$ cat src/rtl/bcs_pkg.sv
package bcs_pkg;
  localparam int WORD_W   = 16;
  localparam int ADDR_W   = 5;
  localparam int ADDR_LSB = 11;
  localparam int DIR_BIT  = 10;
  // status bits that count as raised flags; bits 7..5 are reserved
  localparam logic [WORD_W-1:0] FLAG_MASK = 16'h071F;

  typedef enum logic [2:0] {
    ST_IDLE,
    ST_SEND,
    ST_WAIT,
    ST_RECV,
    ST_END
  } bcs_state_e;
endpackage

$ cat src/rtl/bcs_word_cnt.sv
module bcs_word_cnt #(
  parameter int WC_W = 5
) (
  input  logic            clk,
  input  logic            rst_n,
  input  logic            load,
  input  logic [WC_W-1:0] wc_field,
  input  logic            step,
  output logic            is_last
);
  localparam int CNT_W = WC_W + 1;

  logic [CNT_W-1:0] cnt_q;
  logic [CNT_W-1:0] total;

  // a zero count field stands for the full 2**WC_W words
  assign total   = (wc_field == '0) ? CNT_W'(1 << WC_W) : {1'b0, wc_field};
  assign is_last = step && (cnt_q == total - CNT_W'(1));

  always_ff @(posedge clk or negedge rst_n) begin
    if (!rst_n)       cnt_q <= '0;
    else if (load)    cnt_q <= '0;
    else if (step)    cnt_q <= is_last ? '0 : cnt_q + CNT_W'(1);
  end

  a_r3_cnt_below_total: assert property (@(posedge clk) disable iff (!rst_n)
    cnt_q < total);
endmodule

$ cat src/rtl/bcs_resp_timer.sv
module bcs_resp_timer #(
  parameter int TO_CYC = 224
) (
  input  logic clk,
  input  logic rst_n,
  input  logic run,
  output logic expire
);
  localparam int CNT_W = (TO_CYC > 1) ? $clog2(TO_CYC) : 1;

  logic [CNT_W-1:0] cnt_q;

  assign expire = run && (cnt_q == CNT_W'(TO_CYC - 1));

  always_ff @(posedge clk or negedge rst_n) begin
    if (!rst_n)       cnt_q <= '0;
    else if (!run)    cnt_q <= '0;
    else if (!expire) cnt_q <= cnt_q + CNT_W'(1);
  end

  a_r5_window_bound: assert property (@(posedge clk) disable iff (!rst_n)
    cnt_q <= CNT_W'(TO_CYC - 1));
endmodule

$ cat src/rtl/bcs_stat_check.sv
module bcs_stat_check
  import bcs_pkg::*;
(
  input  logic [WORD_W-1:0] word,
  input  logic [ADDR_W-1:0] exp_addr,
  output logic              addr_bad,
  output logic              flag_bad
);
  logic [WORD_W-1:0] hit;

  assign addr_bad = word[ADDR_LSB +: ADDR_W] != exp_addr;

  for (genvar i = 0; i < WORD_W; i++) begin : g_flag
    assign hit[i] = FLAG_MASK[i] & word[i];
  end

  assign flag_bad = |hit;
endmodule

$ cat src/rtl/bc_stat_seq.sv
module bc_stat_seq
  import bcs_pkg::*;
#(
  parameter int TO_CYC = 224,
  parameter int WC_W   = 5
) (
  input  logic              clk,
  input  logic              rst_n,
  input  logic              start_n,
  input  logic [WORD_W-1:0] cmd_word,
  input  logic              dec_err,
  input  logic              rx_stat_valid,
  input  logic [WORD_W-1:0] rx_stat,
  input  logic              wd_valid,
  output logic              wd_ready,
  input  logic [WORD_W-1:0] wd_data,
  output logic              od_valid,
  input  logic              od_ready,
  output logic [WORD_W-1:0] od_data,
  output logic              som,
  output logic              eom_n,
  output logic              last_word,
  output logic              timeout,
  output logic              stat_err,
  output logic              msg_err
);
  bcs_state_e        state_q, state_d;
  logic [ADDR_W-1:0] addr_q;
  logic              dir_q;
  logic [WC_W-1:0]   wc_q;
  logic              som_q, lw_q, to_q, se_q, me_q;

  logic start_fire, in_data, step, last, expire;
  logic addr_bad, flag_bad, stat_take, to_fire, se_fire;

  assign start_fire = (state_q == ST_IDLE) && !start_n;
  assign in_data    = (state_q == ST_SEND) || (state_q == ST_RECV);
  assign stat_take  = (state_q == ST_WAIT) && rx_stat_valid;
  assign to_fire    = (state_q == ST_WAIT) && expire && !rx_stat_valid;
  assign se_fire    = stat_take && (addr_bad || flag_bad);

  // pass-through stream, open only during a data phase
  assign wd_ready = in_data && od_ready;
  assign od_valid = in_data && wd_valid;
  assign od_data  = wd_data;
  assign step     = wd_valid && wd_ready;

  bcs_word_cnt #(.WC_W(WC_W)) u_cnt (
    .clk      (clk),
    .rst_n    (rst_n),
    .load     ((state_q == ST_IDLE) || (state_q == ST_WAIT)),
    .wc_field (wc_q),
    .step     (step),
    .is_last  (last)
  );

  bcs_resp_timer #(.TO_CYC(TO_CYC)) u_tmr (
    .clk    (clk),
    .rst_n  (rst_n),
    .run    (state_q == ST_WAIT),
    .expire (expire)
  );

  bcs_stat_check u_chk (
    .word     (rx_stat),
    .exp_addr (addr_q),
    .addr_bad (addr_bad),
    .flag_bad (flag_bad)
  );

  always_comb begin
    state_d = state_q;
    unique case (state_q)
      ST_IDLE: if (start_fire) state_d = cmd_word[DIR_BIT] ? ST_WAIT : ST_SEND;
      ST_SEND: if (last)       state_d = ST_WAIT;
      ST_WAIT: begin
        if (rx_stat_valid)     state_d = dir_q ? ST_RECV : ST_END;
        else if (expire)       state_d = ST_END;
      end
      ST_RECV: if (last)       state_d = ST_END;
      ST_END:                  state_d = ST_IDLE;
      default:                 state_d = ST_IDLE;
    endcase
  end

  always_ff @(posedge clk or negedge rst_n) begin
    if (!rst_n) begin
      state_q <= ST_IDLE;
      addr_q  <= '0;
      dir_q   <= 1'b0;
      wc_q    <= '0;
      som_q   <= 1'b0;
      lw_q    <= 1'b0;
    end else begin
      state_q <= state_d;
      som_q   <= start_fire;
      lw_q    <= last;
      if (start_fire) begin
        addr_q <= cmd_word[ADDR_LSB +: ADDR_W];
        dir_q  <= cmd_word[DIR_BIT];
        wc_q   <= cmd_word[WC_W-1:0];
      end
    end
  end

  always_ff @(posedge clk or negedge rst_n) begin
    if (!rst_n) begin
      to_q <= 1'b0;
      se_q <= 1'b0;
      me_q <= 1'b0;
    end else if (start_fire) begin
      to_q <= 1'b0;
      se_q <= 1'b0;
      me_q <= 1'b0;
    end else begin
      if (to_fire) to_q <= 1'b1;
      if (se_fire) se_q <= 1'b1;
      if (to_fire || se_fire || (dec_err && state_q != ST_IDLE)) me_q <= 1'b1;
    end
  end

  assign som       = som_q;
  assign last_word = lw_q;
  assign eom_n     = (state_q != ST_END);
  assign timeout   = to_q;
  assign stat_err  = se_q;
  assign msg_err   = me_q;

  a_r1_som_after_launch: assert property (@(posedge clk) disable iff (!rst_n)
    (state_q == ST_IDLE && !start_n) |=> som);
  a_r1_som_single: assert property (@(posedge clk) disable iff (!rst_n)
    som |=> !som);
  a_r2_stream_closed: assert property (@(posedge clk) disable iff (!rst_n)
    (state_q == ST_WAIT || state_q == ST_IDLE || state_q == ST_END) |-> (!wd_ready && !od_valid));
  a_r4_last_single: assert property (@(posedge clk) disable iff (!rst_n)
    last_word |=> !last_word);
  a_r6_bad_addr_flags: assert property (@(posedge clk) disable iff (!rst_n)
    (state_q == ST_WAIT && rx_stat_valid && rx_stat[ADDR_LSB +: ADDR_W] != addr_q) |=> stat_err);
  a_r8_msg_err_covers: assert property (@(posedge clk) disable iff (!rst_n)
    (timeout || stat_err) |-> msg_err);
  a_r9_eom_single: assert property (@(posedge clk) disable iff (!rst_n)
    !eom_n |=> eom_n);
  a_r9_flags_hold_idle: assert property (@(posedge clk) disable iff (!rst_n)
    (state_q == ST_IDLE && start_n) |=> ($stable(timeout) && $stable(stat_err) && $stable(msg_err)));
endmodule

$ cat config.mk
export PLATFORM = sky130hd
export DESIGN_NAME = bc_stat_seq
export DESIGN_NICKNAME = d
export VERILOG_FILES = /design/src/rtl/bcs_pkg.sv /design/src/rtl/bcs_word_cnt.sv /design/src/rtl/bcs_resp_timer.sv /design/src/rtl/bcs_stat_check.sv /design/src/rtl/bc_stat_seq.sv
export SDC_FILE = /design/constraint.sdc
export NUM_CORES = 1
export LEC_CHECK = 0
export ABC_AREA = 1
export ABC_CLOCK_PERIOD_IN_PS = 3700
export BUFFER_PORTS_ARGS = -buffer_cell sky130_fd_sc_hd__buf_2
export CAP_MARGIN = 15
export CORE_ASPECT_RATIO = 1.4
export CORE_MARGIN = 2
export CORE_UTILIZATION = 40
export DETAILED_ROUTE_END_ITERATION = 16
export PLACE_DENSITY_LB_ADDON = 0.25
export SLEW_MARGIN = 10
export SYNTH_ARGS = -nofsm -noshare
export SYNTH_HDL_FRONTEND = slang
export SYNTH_SLANG_ARGS = --single-unit
export TNS_END_PERCENT = 5
$ cat constraint.sdc
create_clock -name clk -period 3.7 [get_ports clk]
set_clock_uncertainty 0.2 [all_clocks]
set_input_delay 0.37 -clock clk [delete_from_list [all_inputs] [get_ports clk]]
set_output_delay 0.37 -clock clk [all_outputs]
set_load 0.1 [all_outputs]
# [Word-level counts from Yosys, hierarchy flattened]
# Cells that the tools add are included.
[totals] register_bits=33 latch_bits=0 ram_bits=0 romBits=0 inputBits=55 output_inout_bits=24 word_cells=73 n_memories=0
[op_classes] add_sub_neg=3 multipliers=0 div=0 n_lt_le_gt_ge=0 n_eq_ne=12 shift=0 mux=20 bitwise=0 reduce_logical=27
[ops] cell="$mux W6" count=4
[ops] cell="$mux W3" count=6
[ops] cell="$mux W8" count=2
[ops] cell="$pmux W3 S4" count=1
[ops] cell="$logic_and A1 B1 Y1" count=11
[ops] cell="$add A8 B1 Y8 const B" count=1
[ops] cell="$eq A8 B8 Y1 const B" count=1
[ops] cell="$ne A2 B2 Y1 const B" count=4
[ops] cell="$reduce_bool A2 Y1" count=4
[ops] cell="$reduce_or A8 Y1" count=1
[ops] cell="$add A6 B1 Y6 const B" count=1
[ops] cell="$eq A3 B2 Y1 const B" count=2
[ops] cell="$eq A6 B6 Y1" count=1
[ops] cell="$mux W1" count=6
[ops] cell="$ne A3 B3 Y1 const B" count=2
[ops] cell="$sub A6 B1 Y6 const B" count=1
[ops] cell="$logic_not A5 Y1" count=1
[ops] cell="$logic_or A1 B1 Y1" count=5
[ops] cell="$ne A5 B5 Y1" count=1
[ops] cell="$reduce_and A4 Y1" count=1
[ops] cell="$eq A3 B1 Y1 const B" count=1
[ops] cell="$logic_not A3 Y1" count=1
[ops] cell="$reduce_bool A3 Y1" count=1
[ops] cell="$logic_not A1 Y1" count=2
[ops] cell="$mux W2" count=1

# [Longest topological paths before layout]
# Gate-level depths: netlist of the first run.
[logic_depth] word_depth=8 depth_mapped=11 ltp_nobuf=11

# [Cells and area by module]
# Synthesis of the first run repeated with hierarchy kept, for this count alone.
[unflattened] hier_cells=302 area_unflattened_um2=2184.6
[modules_own_cells] mod="bc_stat_seq" instances=1 cells_per_inst=128 area_per_inst_um2=1049.8 seq_area_each_um2=475.5
[modules_own_cells] mod="bcs_word_cnt" instances=1 cells_per_inst=83 area_per_inst_um2=520.5 seq_area_each_um2=150.1
[modules_own_cells] mod="bcs_resp_timer" instances=1 cells_per_inst=63 area_per_inst_um2=500.5 seq_area_each_um2=200.2
[modules_own_cells] mod="bcs_stat_check" instances=1 cells_per_inst=28 area_per_inst_um2=113.9 seq_area_each_um2=0.0

# [Least setup slack after synthesis of the first run]
# No wires, ideal clock.
[synth_path] kind="register -> output" startpoint="register state_q[2]" endpoint="output port wd_ready" arrival_time_ns=1.794 t_required_ns=3.130 slack_ns=1.336 stages_incl_launch_ff=4 n_path_buf=0 cell_sequence="dfrtp_1 inv_2 nand2_4 nor2_1"
[synth_via] elab_chain_cells=3 elab_cells_between_ends=4 classes_between="eq/ne: 2; reduce/logical: 2"
[synth_rtl] element="start, declared" line="bc_stat_seq.sv:27" text="bcs_state_e state_q, state_d;"
[synth_rtl] element="start signal, assigned" line="bc_stat_seq.sv:95" text="state_q <= state_d;"
[synth_rtl] element="$eq A3 B1 Y1 or $eq A3 B2 Y1 (tied branches)" line="bc_stat_seq.sv:37" text="assign in_data = (state_q == ST_SEND) || (state_q == ST_RECV);"
[synth_rtl] element="$logic_or A1 B1 Y1 (*)" line="bc_stat_seq.sv:37"
[synth_rtl] element="$logic_and A1 B1 Y1 (*)" line="bc_stat_seq.sv:43" text="assign wd_ready = in_data && od_ready;"
[synth_rtl] element="end, declared" line="bc_stat_seq.sv:15" text="output logic wd_ready,"
# Mark *: on every way between the ends. The rest lies on a longest branch, timed or not.

# [Worst setup path after layout of the first run]
[layout_path] startpoint="register state_q[0]" endpoint="output port od_valid"
[layout_via] elab_chain_cells=3 elab_cells_between_ends=4 classes_between="eq/ne: 2; reduce/logical: 2"
[layout_rtl] element="$eq A3 B1 Y1 or $eq A3 B2 Y1 (tied branches)" line="bc_stat_seq.sv:37"
[layout_rtl] element="$logic_or A1 B1 Y1 (*)" line="bc_stat_seq.sv:37"
[layout_rtl] element="$logic_and A1 B1 Y1 (*)" line="bc_stat_seq.sv:44" text="assign od_valid = in_data && wd_valid;"
[layout_rtl] element="end, declared" line="bc_stat_seq.sv:17" text="output logic od_valid,"
# Marks and branches as above.

==> results of run 1 <==
## area by class of cell
class | count | area share (%)
Multi-Input combinational cell | 153 | 39.31
Sequential cell | 33 | 38.15
Timing Repair Buffer | 40 | 9.595
Inverter | 31 | 5.376
Clock buffer | 7 | 3.988
Tap cell | 62 | 3.584
## power breakdown
group	switching [mW]	total, mW	internal (mW)
combinational	0.526	0.767	0.241
clock	0.122	0.270	0.147
sequential	0.0819	0.547	0.465
total	0.730	1.58	0.854
## worst max-delay path, cell delays in order, from the launching register on
cell and delay (ns):
dfrtp_1 0.55, nand2_4 0.11, nor2_2 0.10, buf_2 0.43
## layer usage
layer	GRT usage (%)	vias to the layer above
li1	-	794
met1	15.70	689
met2	28.74	23
met3	4.286	7
met4	6.667	0
met5	0	-
## cells in the mapped netlist
master    instances
buf_4            16
xor2_1            5
nor3_4            1
o21ai_2           1
a21oi_1           6
nand3_4           1
o21ai_1           1
buf_2             2
nand3_1          15
nand2_4           1
xnor2_1           4
nand2_2           1
o21ai_0          12
a211oi_1          1
nor2_2            2
inv_1            29
mux2_1            1
o21bai_4          1
nand2_1          51
buf_6             1
ha_1              3
a31oi_1           2
inv_2             2
nor3_1            8
mux2_2            5
o21bai_1          1
nor2_1           22
dfrtp_1          33
nand4_1           2
o22ai_1           4
nor2_4            1
nor3_2            1
## how the worst max path moves through the flow
| stage | from | endpoint | slack [ns] | cells past startpoint |
|---|---|---|---|---|
| detailed placement | wc_q[0] | state_q[1] | 1.81 | 11 |
| global placement | wc_q[0] | state_q[1] | 1.81 | 11 |
| finish | state_q[0] | od_valid | 1.65 | 3 |
| global route | wc_q[0] | state_q[1] | 1.58 | 11 |
| floorplan | state_q[2] | wd_ready | 1.34 | 3 |
| CTS | state_q[0] | od_valid | 1.63 | 3 |
## kinds of logic (layout without fill, tap and decap cells)
kind of cell | count (synthesis) | after routing | share of synthesized area, %
AOI/OAI and AO/OA | 29 | 29 | 9.079
xor gates and xnor gates | 9 | 9 | 4.085
adders and majority gates | 3 | 3 | 1.946
buffers and inverters | 50 | 78 | 13.36
DFF | 33 | 33 | 42.80
muxes | 6 | 6 | 3.502
and+or+nand+nor | 106 | 106 | 25.23
## flip-flops by register name, summed over array words and instances (netlist names), 3 cells and up
signal       cells
wc_q             5
addr_q           5
u_tmr.cnt_q      8
u_cnt.cnt_q      6
state_q          3
## placed cells by master, fill, tap and decap left out, types with 2 or more instances in the layout
cell,synthesis,final
a21oi_1,6,6
a31oi_1,2,2
buf_2,2,38
clkbuf_8,0,6
dfrtp_1,33,33
ha_1,3,3
inv_1,29,29
inv_2,2,2
mux2_2,5,5
nand2_1,51,51
nand3_1,15,15
nand4_1,2,2
nor2_1,22,22
nor2_2,2,2
nor3_1,8,7
nor3_2,1,2
o21ai_0,12,12
o22ai_1,4,4
xnor2_1,4,4
xor2_1,5,5
## repair_timing
item / in CTS / in global routing
hold buffers: 1 / 0
endpoints found under the hold margin: 33 / 0
resized for setup: 0 / 0
## through the flow
stage / cells / worst slack [ns] / power (mW) / area [um2]
floorplan: 236 / 1.336 / 1.260 / 1929
finish: 326 / 1.654 / 1.584 / 2165
global route: 326 / 1.576 / 1.719 / 2165
CTS: 326 / 1.630 / 1.608 / 2165
detailed placement: 318 / 1.807 / 1.331 / 2068
global placement: 318 / 1.810 / 1.322 / 2068
==> impl_metrics.csv, run 1 <==
group,metric,value,unit
outcome,status,"completed",
global_route,grt_overflow_total,0,
global_route,antenna_found_initial,0,
setup_path,cp_max_fo,8,
final_layout,fillerInstances,475,
clock_tree,cts_buffers,5,
hold_path,holdCritPathClass,"in2reg",
placement,io_buffers,38,
final_layout,nets,322,
setup_path,start_kind,"register",
timing,rsz0062_at_grt,"no",
synth,synth_area_per_cell,8.175,um2
synth,syn_area,0.001929,mm2
timing,max_freq,488.7,MHz
timing,timing.slew.headroom,50.95,%
synth,synth_top_area_share,42.80,%
final_layout,regArea,825.8,um2
hold_path,hp-start,"cmd_word[4]",
placement,routabilityCongestion,0.7976,
final_layout,diodes,0,
die,dieArea,0.005403,mm2
global_route,grt_first_pass_wirelength,6.527,mm
clock_tree,cts_setup_buffers,0,
hold_path,hold_path_depth,3,
clock_tree,clk_latency,0.28,ns
final_layout,drive_above_1_share,23.86,%
clock_tree,cts_max_level,2,
synth,ys_seq_area_share,42.80,%
synth,synthCells,236,
setup_path,cp-end-kind,"primary output",
setup_path,cp.arrival,1.48,ns
timing,finalSetupTns,0,ns
clock_tree,cts_sinks,33,
power_and_ir_drop,powerDensity,731.6,mW/mm2
timing,slew_violations,0,
synth,ys_seq_elements,33,
final_layout,syn_to_final_growth,12.19,%
route,top_layer_used,"met4",
setup_path,r2r-start,"wc_q[0]",
setup_path,crit_type,"reg2out",
timing,min_period,2.046,ns
synth,synth_largest_area_cell,"dfrtp_1",
timing,min_period_over_period,55.30,%
timing,hold_slack,0.09379,ns
final_layout,multi_input_area,850.8,um2
die,die_h,86.18,um
route,first_pass_iters,4,
setup_path,required,3.13,ns
die,num_rows,29,
route,met1_length,1.497,mm
synth,synth_cell_types,32,
hold_path,holdPathEnd,"wc_q[4]",
clock_tree,tritoncts,"built",
route,vias_per_cell,4.641,
die,core_area,0.004572,mm2
route,drt_iter0_drc,54,
die,start_util,42.20,%
route,wl_met3,137,um
global_route,grt_use_total,15.27,%
setup_path,r2r_cells,11,
route,wl_per_cell,11.34,um
final_layout,post-route-util,47.35,%
power_and_ir_drop,power.leakage,1.042,nW
route,ant_nets,0,
setup_path,worst-r2r-setup-slack,1.81,ns
power_and_ir_drop,irDropWorstVdd,0.0003180,V
route,wl_met2,2.001,mm
route,via_count,1513,
global_route,first_global_vias,1564,
synth,syn-num-nets,294,
die,die_w,62.70,um
global_route,grt_max_degree,34,
synth,ys_top_cells_by_area,"dfrtp_1 (43%), nand2_1 (9.9%), buf_4 (6.2%), inv_1 (5.6%), nor2_1 (4.3%)",
setup_path,r2r-end,"state_q[1]",
timing,hold_viol,0,
route,drc,0,
timing,finalSetupViolations,0,
timing,worst_pin_slew,0.7358,ns
route,drt_wl_total,3.696,mm
synth,yosysWarnings,0,
clock_tree,root_buffer,"clkbuf_8",
clock_tree,cts_max_path_buffers,2,
die,ios,79,
placement,hpwl,2.867,mm
clock_tree,clkTransAtPathRegs,0.06,ns
flow_run,drv_cap,0,
No activity file was read; power rests on OpenSTA's default activity.
==> run 2, diff against run 1 <==
--- a/config.mk
+++ b/config.mk
@@ -6,7 +6,7 @@
 export NUM_CORES = 1
 export LEC_CHECK = 0
 export ABC_AREA = 1
-export ABC_CLOCK_PERIOD_IN_PS = 3700
+export ABC_CLOCK_PERIOD_IN_PS = 1800
 export BUFFER_PORTS_ARGS = -buffer_cell sky130_fd_sc_hd__buf_2
 export CAP_MARGIN = 15
 export CORE_ASPECT_RATIO = 1.4
==> constraint.sdc (replaced) <==
create_clock -name clk -period 1.8 [get_ports clk]
set_clock_uncertainty 0.2 [all_clocks]
set_input_delay 0.18 -clock clk [delete_from_list [all_inputs] [get_ports clk]]
set_output_delay 0.18 -clock clk [all_outputs]
set_load 0.1 [all_outputs]
==> run 2 against run 1 <==
Against the previous run:
- total power increased by 130%
- critical path depth increased by 5
- sequential power increased by 110%
- worst setup slack got worse by 1.6 ns
- highest routed layer unchanged
==> impl_metrics.csv, run 2 (same netlist as run 1, synthesis figures left out) <==
group,metric,value,unit
timing,worst_pin_slew,0.4946,ns
setup_path,cp-end-kind,"register",
setup_path,worst-r2r-setup-slack,0.10,ns
power_and_ir_drop,irDropWorstVdd,0.0007904,V
route,wl_per_cell,11.50,um
setup_path,start_kind,"register",
timing,finalSetupViolations,0,
clock_tree,root_buffer,"clkbuf_8",
route,vias_per_cell,4.750,
final_layout,diodes,0,
final_layout,layout_commonest_cell,"nand2_1",
global_route,grt_overflow_total,0,
timing,max_freq,588.6,MHz
hold_path,holdCritPathClass,"in2reg",
clock_tree,cts_sinks,33,
die,dieArea,0.005403,mm2
setup_path,cpMaxStageDelayCell,"dfrtp_1",
flow_run,drv_cap,0,
route,drt_iter0_drc,45,
die,ios,79,
power_and_ir_drop,p_total,3.631,mW
setup_path,required,1.80,ns
clock_tree,cts_max_path_buffers,2,
power_and_ir_drop,power.leakage,1.159,nW
placement,routabilityCongestion,0.8294,
final_layout,final_area,0.002484,mm2
die,start_util,42.20,%
route,via_count,1653,
die,num_rows,29,
clock_tree,cts_buffers,5,
setup_path,crit_type,"reg2reg",
final_layout,nets,343,
final_layout,syn_to_final_growth,28.73,%
power_and_ir_drop,powerDensity,1462,mW/mm2
setup_path,cp_num_buf_inv,1,
route,first_pass_iters,4,
hold_path,hp-start,"start_n",
die,core_area,0.004572,mm2
route,drt_wl_total,4.003,mm
timing,min_period,1.699,ns
setup_path,r2r-start,"u_tmr.cnt_q[1]",
timing,finalSetupTns,0,ns
setup_path,r2r_cells,8,
setup_path,cp_max_fo,3,
timing,slew_violations,0,
timing,hold_slack,0.001059,ns
hold_path,hold_path_depth,4,
clock_tree,tritoncts,"built",
setup_path,critPathMaxStageDelay,0.42,ns
setup_path,path_cells,"ha_4 -> nand3_2 -> nor2_4 -> buf_4 -> nand3_2 -> nor2_2 -> nor3_1 -> a21oi_1",
setup_path,critical-path-top-delay-family,"simple AND/OR/NAND/NOR gates",
die,die_w,62.70,um
timing,layout_setup_ws,0.1010,ns
route,drc,0,
placement,place_area,0.002188,mm2
route,ant_nets,0,
die,die_h,86.18,um
outcome,status,"completed",
timing,min_period_over_period,94.39,%
global_route,first_global_vias,1720,
global_route,grt_use_total,16.62,%
final_layout,layout_common_cells,"nand2_1 (48), buf_2 (35), dfrtp_1 (33)",
final_layout,regMostFlops,"u_tmr.cnt_q",
setup_path,cp-startpoint,"u_tmr.cnt_q[1]",
placement,io_buffers,38,
final_layout,drive_above_1_share,31.47,%
clock_tree,clkTransAtPathRegs,0.07,ns
setup_path,cp.arrival,1.70,ns
timing,timing.slew.headroom,67.25,%
global_route,grt_max_degree,34,
global_route,antenna_found_initial,0,
placement,pre_cts_slack,-0.001176,ns
timing,hold_viol,0,
clock_tree,cts_max_level,2,
setup_path,r2r-end,"msg_err",
clock_tree,clk_latency,0.28,ns
global_route,grt_first_pass_wirelength,7.113,mm
final_layout,top_regs,"u_tmr.cnt_q (8), u_cnt.cnt_q (6)",
placement,hpwl,2.988,mm
hold_path,holdPathEnd,"state_q[0]",
setup_path,crit_top_cell,"nand3_2",
final_layout,largest_register_ffs,8,
-- run 2: what timing repair did --
item / CTS / global route
gates cloned: 0 / 0
resized for setup: 1 / 17
pin swaps: 0 / 7
hold endpoints to repair: 44 / 0
setup endpoints to repair: 1 / 11
hold buffers: 12 / 0
buffers inserted: 0 / 1
-- run 2: how the worst max path moves through the flow --
stage / cells past startpoint / slack, ns / end
finish: 8 / 0.10 / msg_err
global route: 11 / -0.02 / state_q[1]
CTS: 11 / 0.05 / state_q[1]
detailed placement: 11 / -0.001 / state_q[1]
global placement: 11 / 0.03 / state_q[1]
floorplan: 8 / -0.12 / u_cnt.cnt_q[5]
-- run 2: worst register-to-register path, delay by kind of cell, from the launching register on --
kind	cells	cell delay, ns
AOI/OAI and AO/OA	1	0.16
adders and majority gates	1	0.17
buffers and inverters	1	0.12
DFF	1	0.42
and+or+nand+nor	5	0.55
-- run 2: cell type report --
cell class                      instances  area [um2]
Sequential cell                        33       825.8
Timing Repair Buffer                   61       437.9
Clock buffer                            6       82.58
Fill cell                             449        2088
Multi-Input combinational cell        153       929.6
Tap cell                               62       77.57
Inverter                               31       116.4
Clock inverter                          2       13.76
-- run 2: metrics by stage --
step,util (%),cells
2_1_floorplan,-,236
3_3_place_gp,47.87,327
3_5_place_dp,47.87,327
4_1_cts,52.71,347
5_1_grt,54.32,348
6_report,54.32,348
-- run 2: report_power, final --
part           leakage, nW  switching, mW  internal (mW)  total [mW]
combinational        0.678           1.18          0.723        1.90
sequential           0.430          0.183          0.956        1.14
clock               0.0512          0.278          0.310       0.587
-- run 2: metal layers --
metal  part of all wire (%)  global-route usage (%)
met1                     39                   16.85
met2                     56                   33.04
met3                    2.9                   2.987
met4                    1.4                   6.869
met5                      0                       0
